===== src/rtl/crs_pkg.sv =====
package crs_pkg;

    localparam int STATE_W = 3;

    typedef enum logic [STATE_W-1:0] {
        ST_IDLE     = 3'd0,
        ST_CAPTURED = 3'd1,
        ST_PEND_TR  = 3'd2,
        ST_READOUT  = 3'd3,
        ST_DONE     = 3'd4
    } seq_state_e;

    typedef struct packed {
        seq_state_e state;
        logic       tok_n;
    } fsm_regs_t;

    localparam int ERR_OVERRUN = 0;
    localparam int ERR_ORPHAN  = 1;
    localparam int ERR_COUNT   = 2;

endpackage


===== src/rtl/crs_sync.sv =====
module crs_sync #(
    parameter int   STAGES    = 2,
    parameter logic RESET_VAL = 1'b1
) (
    input  logic clk,
    input  logic rst_n,
    input  logic d_i,
    output logic q_o
);
    localparam int LAST = STAGES - 1;

    logic [LAST:0] stage_d;
    logic [LAST:0] stage_q;

    always_comb begin
        stage_d[0] = d_i;
        for (int i = 1; i <= LAST; i++) begin
            stage_d[i] = stage_q[i-1];
        end
    end

    always_ff @(posedge clk or negedge rst_n) begin
        if (!rst_n) begin
            stage_q <= {STAGES{RESET_VAL}};
        end else begin
            stage_q <= stage_d;
        end
    end

    assign q_o = stage_q[LAST];

    initial begin
        assert_stage_count_R7: assert (STAGES >= 1);
    end

endmodule


===== src/rtl/crs_sticky.sv =====
module crs_sticky #(
    parameter int WIDTH = 2
) (
    input  logic             clk,
    input  logic             rst_n,
    input  logic [WIDTH-1:0] set_i,
    input  logic             clr_i,
    output logic [WIDTH-1:0] flag_o
);
    logic [WIDTH-1:0] flag_d;
    logic [WIDTH-1:0] flag_q;

    generate
        for (genvar g = 0; g < WIDTH; g++) begin : g_bit
            always_comb begin
                if (set_i[g]) begin
                    flag_d[g] = 1'b1;
                end else if (clr_i) begin
                    flag_d[g] = 1'b0;
                end else begin
                    flag_d[g] = flag_q[g];
                end
            end

            assert_set_wins_R10: assert property (@(posedge clk) disable iff (!rst_n)
                set_i[g] |=> flag_q[g]);
        end
    endgenerate

    always_ff @(posedge clk or negedge rst_n) begin
        if (!rst_n) begin
            flag_q <= '0;
        end else begin
            flag_q <= flag_d;
        end
    end

    assign flag_o = flag_q;

endmodule


===== src/rtl/crs_fsm.sv =====
module crs_fsm
    import crs_pkg::*;
(
    input  logic       clk,
    input  logic       rst_n,
    input  logic       capture_i,
    input  logic       transport_i,
    input  logic       launch_disable_i,
    input  logic       chain_en_in_n_i,
    output logic       tok_n_o,
    output seq_state_e state_o,
    output logic       overrun_evt_o,
    output logic       orphan_evt_o
);
    fsm_regs_t regs_d;
    fsm_regs_t regs_q;
    logic      launch;

    always_comb begin
        regs_d        = regs_q;
        launch        = 1'b0;
        overrun_evt_o = 1'b0;
        orphan_evt_o  = 1'b0;

        case (regs_q.state)
            ST_IDLE: begin
                if (capture_i && transport_i) begin
                    launch = 1'b1;
                end else if (capture_i) begin
                    regs_d.state = ST_CAPTURED;
                end else if (transport_i) begin
                    regs_d.state = ST_PEND_TR;
                end
            end
            ST_CAPTURED: begin
                launch        = transport_i;
                overrun_evt_o = capture_i;
            end
            ST_PEND_TR: begin
                launch       = capture_i;
                orphan_evt_o = transport_i;
            end
            ST_READOUT: begin
                if (!chain_en_in_n_i) begin
                    regs_d.state = ST_DONE;
                end
                overrun_evt_o = capture_i;
                orphan_evt_o  = transport_i;
            end
            ST_DONE: begin
                regs_d.state  = ST_IDLE;
                overrun_evt_o = capture_i;
                orphan_evt_o  = transport_i;
            end
            default: begin
                regs_d.state = ST_IDLE;
            end
        endcase

        if (launch) begin
            regs_d.state = launch_disable_i ? ST_IDLE : ST_READOUT;
        end

        regs_d.tok_n = !((regs_d.state == ST_READOUT) || (regs_d.state == ST_DONE));
    end

    always_ff @(posedge clk or negedge rst_n) begin
        if (!rst_n) begin
            regs_q.state <= ST_IDLE;
            regs_q.tok_n <= 1'b1;
        end else begin
            regs_q <= regs_d;
        end
    end

    assign tok_n_o = regs_q.tok_n;
    assign state_o = regs_q.state;

    assert_launch_cause_R2: assert property (@(posedge clk) disable iff (!rst_n)
        $fell(tok_n_o) |-> ($past(transport_i) || $past(capture_i)));

    assert_disable_blocks_R6: assert property (@(posedge clk) disable iff (!rst_n)
        $fell(tok_n_o) |-> !$past(launch_disable_i));

    assert_return_seen_R5: assert property (@(posedge clk) disable iff (!rst_n)
        (regs_q.state == ST_READOUT && !chain_en_in_n_i) |=> (regs_q.state == ST_DONE));

    assert_release_R5: assert property (@(posedge clk) disable iff (!rst_n)
        (regs_q.state == ST_DONE) |=> (tok_n_o && regs_q.state == ST_IDLE));

    assert_idle_quiet_R11: assert property (@(posedge clk) disable iff (!rst_n)
        (regs_q.state == ST_IDLE && !capture_i && !transport_i) |=> (tok_n_o && regs_q.state == ST_IDLE));

endmodule


===== src/rtl/chain_readout_seq.sv =====
module chain_readout_seq
    import crs_pkg::*;
#(
    parameter int SYNC_STAGES = 2
) (
    input  logic               clk,
    input  logic               rst_n,
    input  logic               capture_i,
    input  logic               transport_i,
    input  logic               launch_disable_i,
    input  logic               err_clear_i,
    input  logic               chain_en_in_n_i,
    input  logic               data_valid_n_i,
    output logic               chain_en_out_n_o,
    output logic               dav_n_o,
    output logic [STATE_W-1:0] seq_state_o,
    output logic               overrun_err_o,
    output logic               orphan_err_o
);
    seq_state_e           state;
    logic                 overrun_evt;
    logic                 orphan_evt;
    logic [ERR_COUNT-1:0] err_set;
    logic [ERR_COUNT-1:0] err_flags;

    crs_fsm u_fsm (
        .clk              (clk),
        .rst_n            (rst_n),
        .capture_i        (capture_i),
        .transport_i      (transport_i),
        .launch_disable_i (launch_disable_i),
        .chain_en_in_n_i  (chain_en_in_n_i),
        .tok_n_o          (chain_en_out_n_o),
        .state_o          (state),
        .overrun_evt_o    (overrun_evt),
        .orphan_evt_o     (orphan_evt)
    );

    always_comb begin
        err_set              = '0;
        err_set[ERR_OVERRUN] = overrun_evt;
        err_set[ERR_ORPHAN]  = orphan_evt;
    end

    crs_sticky #(
        .WIDTH (ERR_COUNT)
    ) u_err (
        .clk    (clk),
        .rst_n  (rst_n),
        .set_i  (err_set),
        .clr_i  (err_clear_i),
        .flag_o (err_flags)
    );

    crs_sync #(
        .STAGES    (SYNC_STAGES),
        .RESET_VAL (1'b1)
    ) u_dav_sync (
        .clk   (clk),
        .rst_n (rst_n),
        .d_i   (data_valid_n_i),
        .q_o   (dav_n_o)
    );

    assign seq_state_o   = state;
    assign overrun_err_o = err_flags[ERR_OVERRUN];
    assign orphan_err_o  = err_flags[ERR_ORPHAN];

    assert_overrun_flag_R8: assert property (@(posedge clk) disable iff (!rst_n)
        (capture_i && seq_state_o == 3'd3) |=> overrun_err_o);

    assert_orphan_flag_R9: assert property (@(posedge clk) disable iff (!rst_n)
        (transport_i && seq_state_o == 3'd2) |=> orphan_err_o);

    assert_clear_idle_R10: assert property (@(posedge clk) disable iff (!rst_n)
        (err_clear_i && seq_state_o == 3'd0) |=> (!overrun_err_o && !orphan_err_o));

endmodule


===== config.mk =====
export PLATFORM = sky130hd
export DESIGN_NAME = chain_readout_seq
export DESIGN_NICKNAME = d
export VERILOG_FILES = /design/src/rtl/crs_pkg.sv /design/src/rtl/crs_sync.sv /design/src/rtl/crs_sticky.sv /design/src/rtl/crs_fsm.sv /design/src/rtl/chain_readout_seq.sv
export SDC_FILE = /design/constraint.sdc
export NUM_CORES = 1
export LEC_CHECK = 0
export CAP_MARGIN = 10
export CORE_AREA = 2 2 39 41
export DETAILED_ROUTE_END_ITERATION = 8
export DIE_AREA = 0 0 41 43
export GPL_TIMING_DRIVEN = 0
export PLACE_DENSITY = 0.65
export RECOVER_POWER = 100
export REMOVE_ABC_BUFFERS = 1
export SETUP_SLACK_MARGIN = 0.05
export SLEW_MARGIN = 30
export SYNTH_ARGS = -nofsm -noshare
export SYNTH_HDL_FRONTEND = slang
export SYNTH_SLANG_ARGS = --single-unit

===== constraint.sdc =====
create_clock -name clk -period 1.95 [get_ports clk]
set_input_delay 0.2925 -clock clk [delete_from_list [all_inputs] [get_ports clk]]
set_output_delay 0.2925 -clock clk [all_outputs]
set_load 0.005 [all_outputs]

==> qor.txt <==
status: finished clean
final hold viol count: 0
asr flop ratio synth: 100%
sw frac: 30.2%
RSZ-0062 raised after global routing: false
P_int: 0.000444 W
htree depth: 1
core area: 0.00138 mm²
# diodes: 0
GRT overflow: 0
via count: 285
critical path endpoint category: output pin
maxcap violations: 0
Gate Count Post-Synth: 31
drt wl/cell: 10.7 µm
post-cts resize count: 0
final worst-path cycle share: 82.1%
Pins Over Slew Limit: 0
Detailed Route Iter0 Violations: 6
prevailing post-synth register cell: dfrtp_1
critical path peak fanout: 8
Hold Path Class: flop to flop
Yosys warning count: 0
WP buf/inv: 1
#FFs+latches synth: 8
share of the yosys chip area belonging to registers: 60.4%
number of remaining DRC errors: 0
I/O Pins: 15
Hold Slack: 0.354 ns
Top delay family on crit path: buffers and inverters
setup bufs post-CTS: 0
final setup fails: 0
layout cells sized above 1: 14.3%
drt pass-1 iters: 4
top achievable clock speed: 624 MHz
Post-synth top cells: dfrtp_1 (5), o21ai_0 (4), dfstp_2 (3), inv_1 (3)
Clk pwr share: 21.2%
Comb pwr share: 34.8%
nets: 58
clock latency on the worst-skew pair: 0.25 ns
clock sinks: 8
syn avg cell area: 10.9 µm²
Slew headroom: 76.2%
Yosys top cell area share: 37.0%
CP peak stage delay: 0.60 ns
skew final: 0.0101 ns
actual slew at the worst max-slew pin: 0.356 ns
vias in the first global route: 271
initial antenna violation count: 0
Max rail drop VDD: 0.348 mV
Inserted Clock Buffers: 3
final wirelength: 698 µm
die area: 0.00176 mm²
Leakage: 0.218 nW
final core utilization: 37.9%
Yosys cell types: 17
gr usage total: 9.72%
CTS Hold Buffers Added: 0
routed vias/inst: 4.38
Detailed Place HPWL: 510 µm
startpoint types: flop
DIE WIDTH: 41 µm
global-route wire length before repair: 1.11 mm
Starting Density: 24.4%
most common cell in the netlist: dfrtp_1
area grow syn2layout: 55.2%
Setup Crit Path Kind: flop to output pin
ANT nets after route: 0
buffers added on ports: 14
Critical-path top delay cell: dlygate4sd3_1
Mapped Area: 338 µm²
setup tns final: 0 ns
CTS tree: yes
largest area contributor in the netlist: dfrtp_1
clock slew seen by the registers of the worst setup and hold paths: 0.06 ns
die height: 43 µm
fin crit period: 1.60 ns
Sw Pwr: 0.000193 W
clock root buffer: clkbuf_4
number of flops mapped to enable cells by yosys: 0
Routability Congestion: 0.738
largest net degree at the start of global routing: 9
FP Rows: 14
Clock Path Buffers: 2
worst path cell trace: dlygate4sd3_1
Power Density: 1210 mW/mm²
top post-synthesis cells by area: dfrtp_1 (37%), dfstp_2 (23%), o21ai_0 (5.9%)
crit path DAT: 1.31 ns
critical path data required time: 1.66 ns
Sequential Power Share: 44.0%
per-stage QoR:
| step | power, W | cell area (µm²) | std cells | setup slack (ns) |
|---|---|---|---|---|
| after CTS | 0.000676 | 524 | 65 | 0.392 |
| final | 0.000637 | 524 | 65 | 0.348 |
| after global placement | 0.000531 | 498 | 61 | 0.350 |
| after global routing | 0.000695 | 524 | 65 | 0.286 |
| after floorplan | 0.000387 | 338 | 31 | 0.722 |
| after detailed placement | 0.000534 | 498 | 61 | 0.355 |
logic make-up after synthesis:
group	count (synthesis)	synth area share (%)
and+or+nand+nor	11	18.5
AOI/OAI and AO/OA	9	17.8
buffers and inverters	3	3.33
DFF	8	60.4
power groups by stage:
stage	clock network [W]	logic (W)	registers, W
2_1_floorplan	0	0.000105	0.000283
6_report	0.000135	0.000221	0.000280
5_1_grt	0.000150	0.000252	0.000293
4_1_cts	0.000143	0.000250	0.000284
3_3_place_gp	0	0.000246	0.000285
3_5_place_dp	0	0.000248	0.000286
routing by layer:
metal	track usage, %	part of all wire (%)
met2	12.8	46
met5	0	0
met3	1.57	7.0
met4	10.0	2.0
met1	12.2	45
layout by cell type, fill, tap and decap left out:
| cell | count |
|---|---|
| clkdlybuf4s50_1 | 5 |
| nand3_1 | 1 |
| nor2_1 | 2 |
| nand2b_1 | 2 |
| inv_1 | 3 |
| nand2_1 | 1 |
| nand3b_1 | 1 |
| o311ai_0 | 1 |
| dlygate4sd3_1 | 9 |
| a21oi_1 | 1 |
| and2_1 | 1 |
| a2111o_1 | 1 |
| dfstp_2 | 3 |
| nor3b_1 | 1 |
| dfrtp_1 | 5 |
| nor2b_1 | 2 |
| clkbuf_1 | 1 |
| clkbuf_4 | 3 |
| o31a_2 | 1 |
| o21ai_0 | 5 |
registers in the layout, summed over array words and instances, names as in the netlist:
signal              count
u_fsm.state_o           3
u_dav_sync.stage_q      2
u_err.flag_o            2
u_fsm.tok_n_o           1
area by class of cell:
type,instances,area [µm²]
fillers,157,860
repair buffers,14,140
clock buffers,4,26.3
well taps,16,20.0
inverters,3,11.3
flip-flops and latches,8,204
multi-input cells,20,123
final timing paths:
path,from,slack (ns),to,cells after the start
worst max-delay path,u_fsm.state_o[1],0.35,seq_state_o[1],1
worst min-delay path,u_dav_sync.stage_q[0],0.35,u_dav_sync.stage_q[1],0
worst max register to register,u_fsm.state_o[1],0.64,u_fsm.tok_n_o,3
worst min register to register,u_dav_sync.stage_q[0],0.35,u_dav_sync.stage_q[1],0
max in group asynchronous,rst_n,1.26,u_fsm.tok_n_o,1
min in group asynchronous,rst_n,0.38,u_err.flag_o[0],1
No activity file was read; power rests on OpenSTA's default activity.
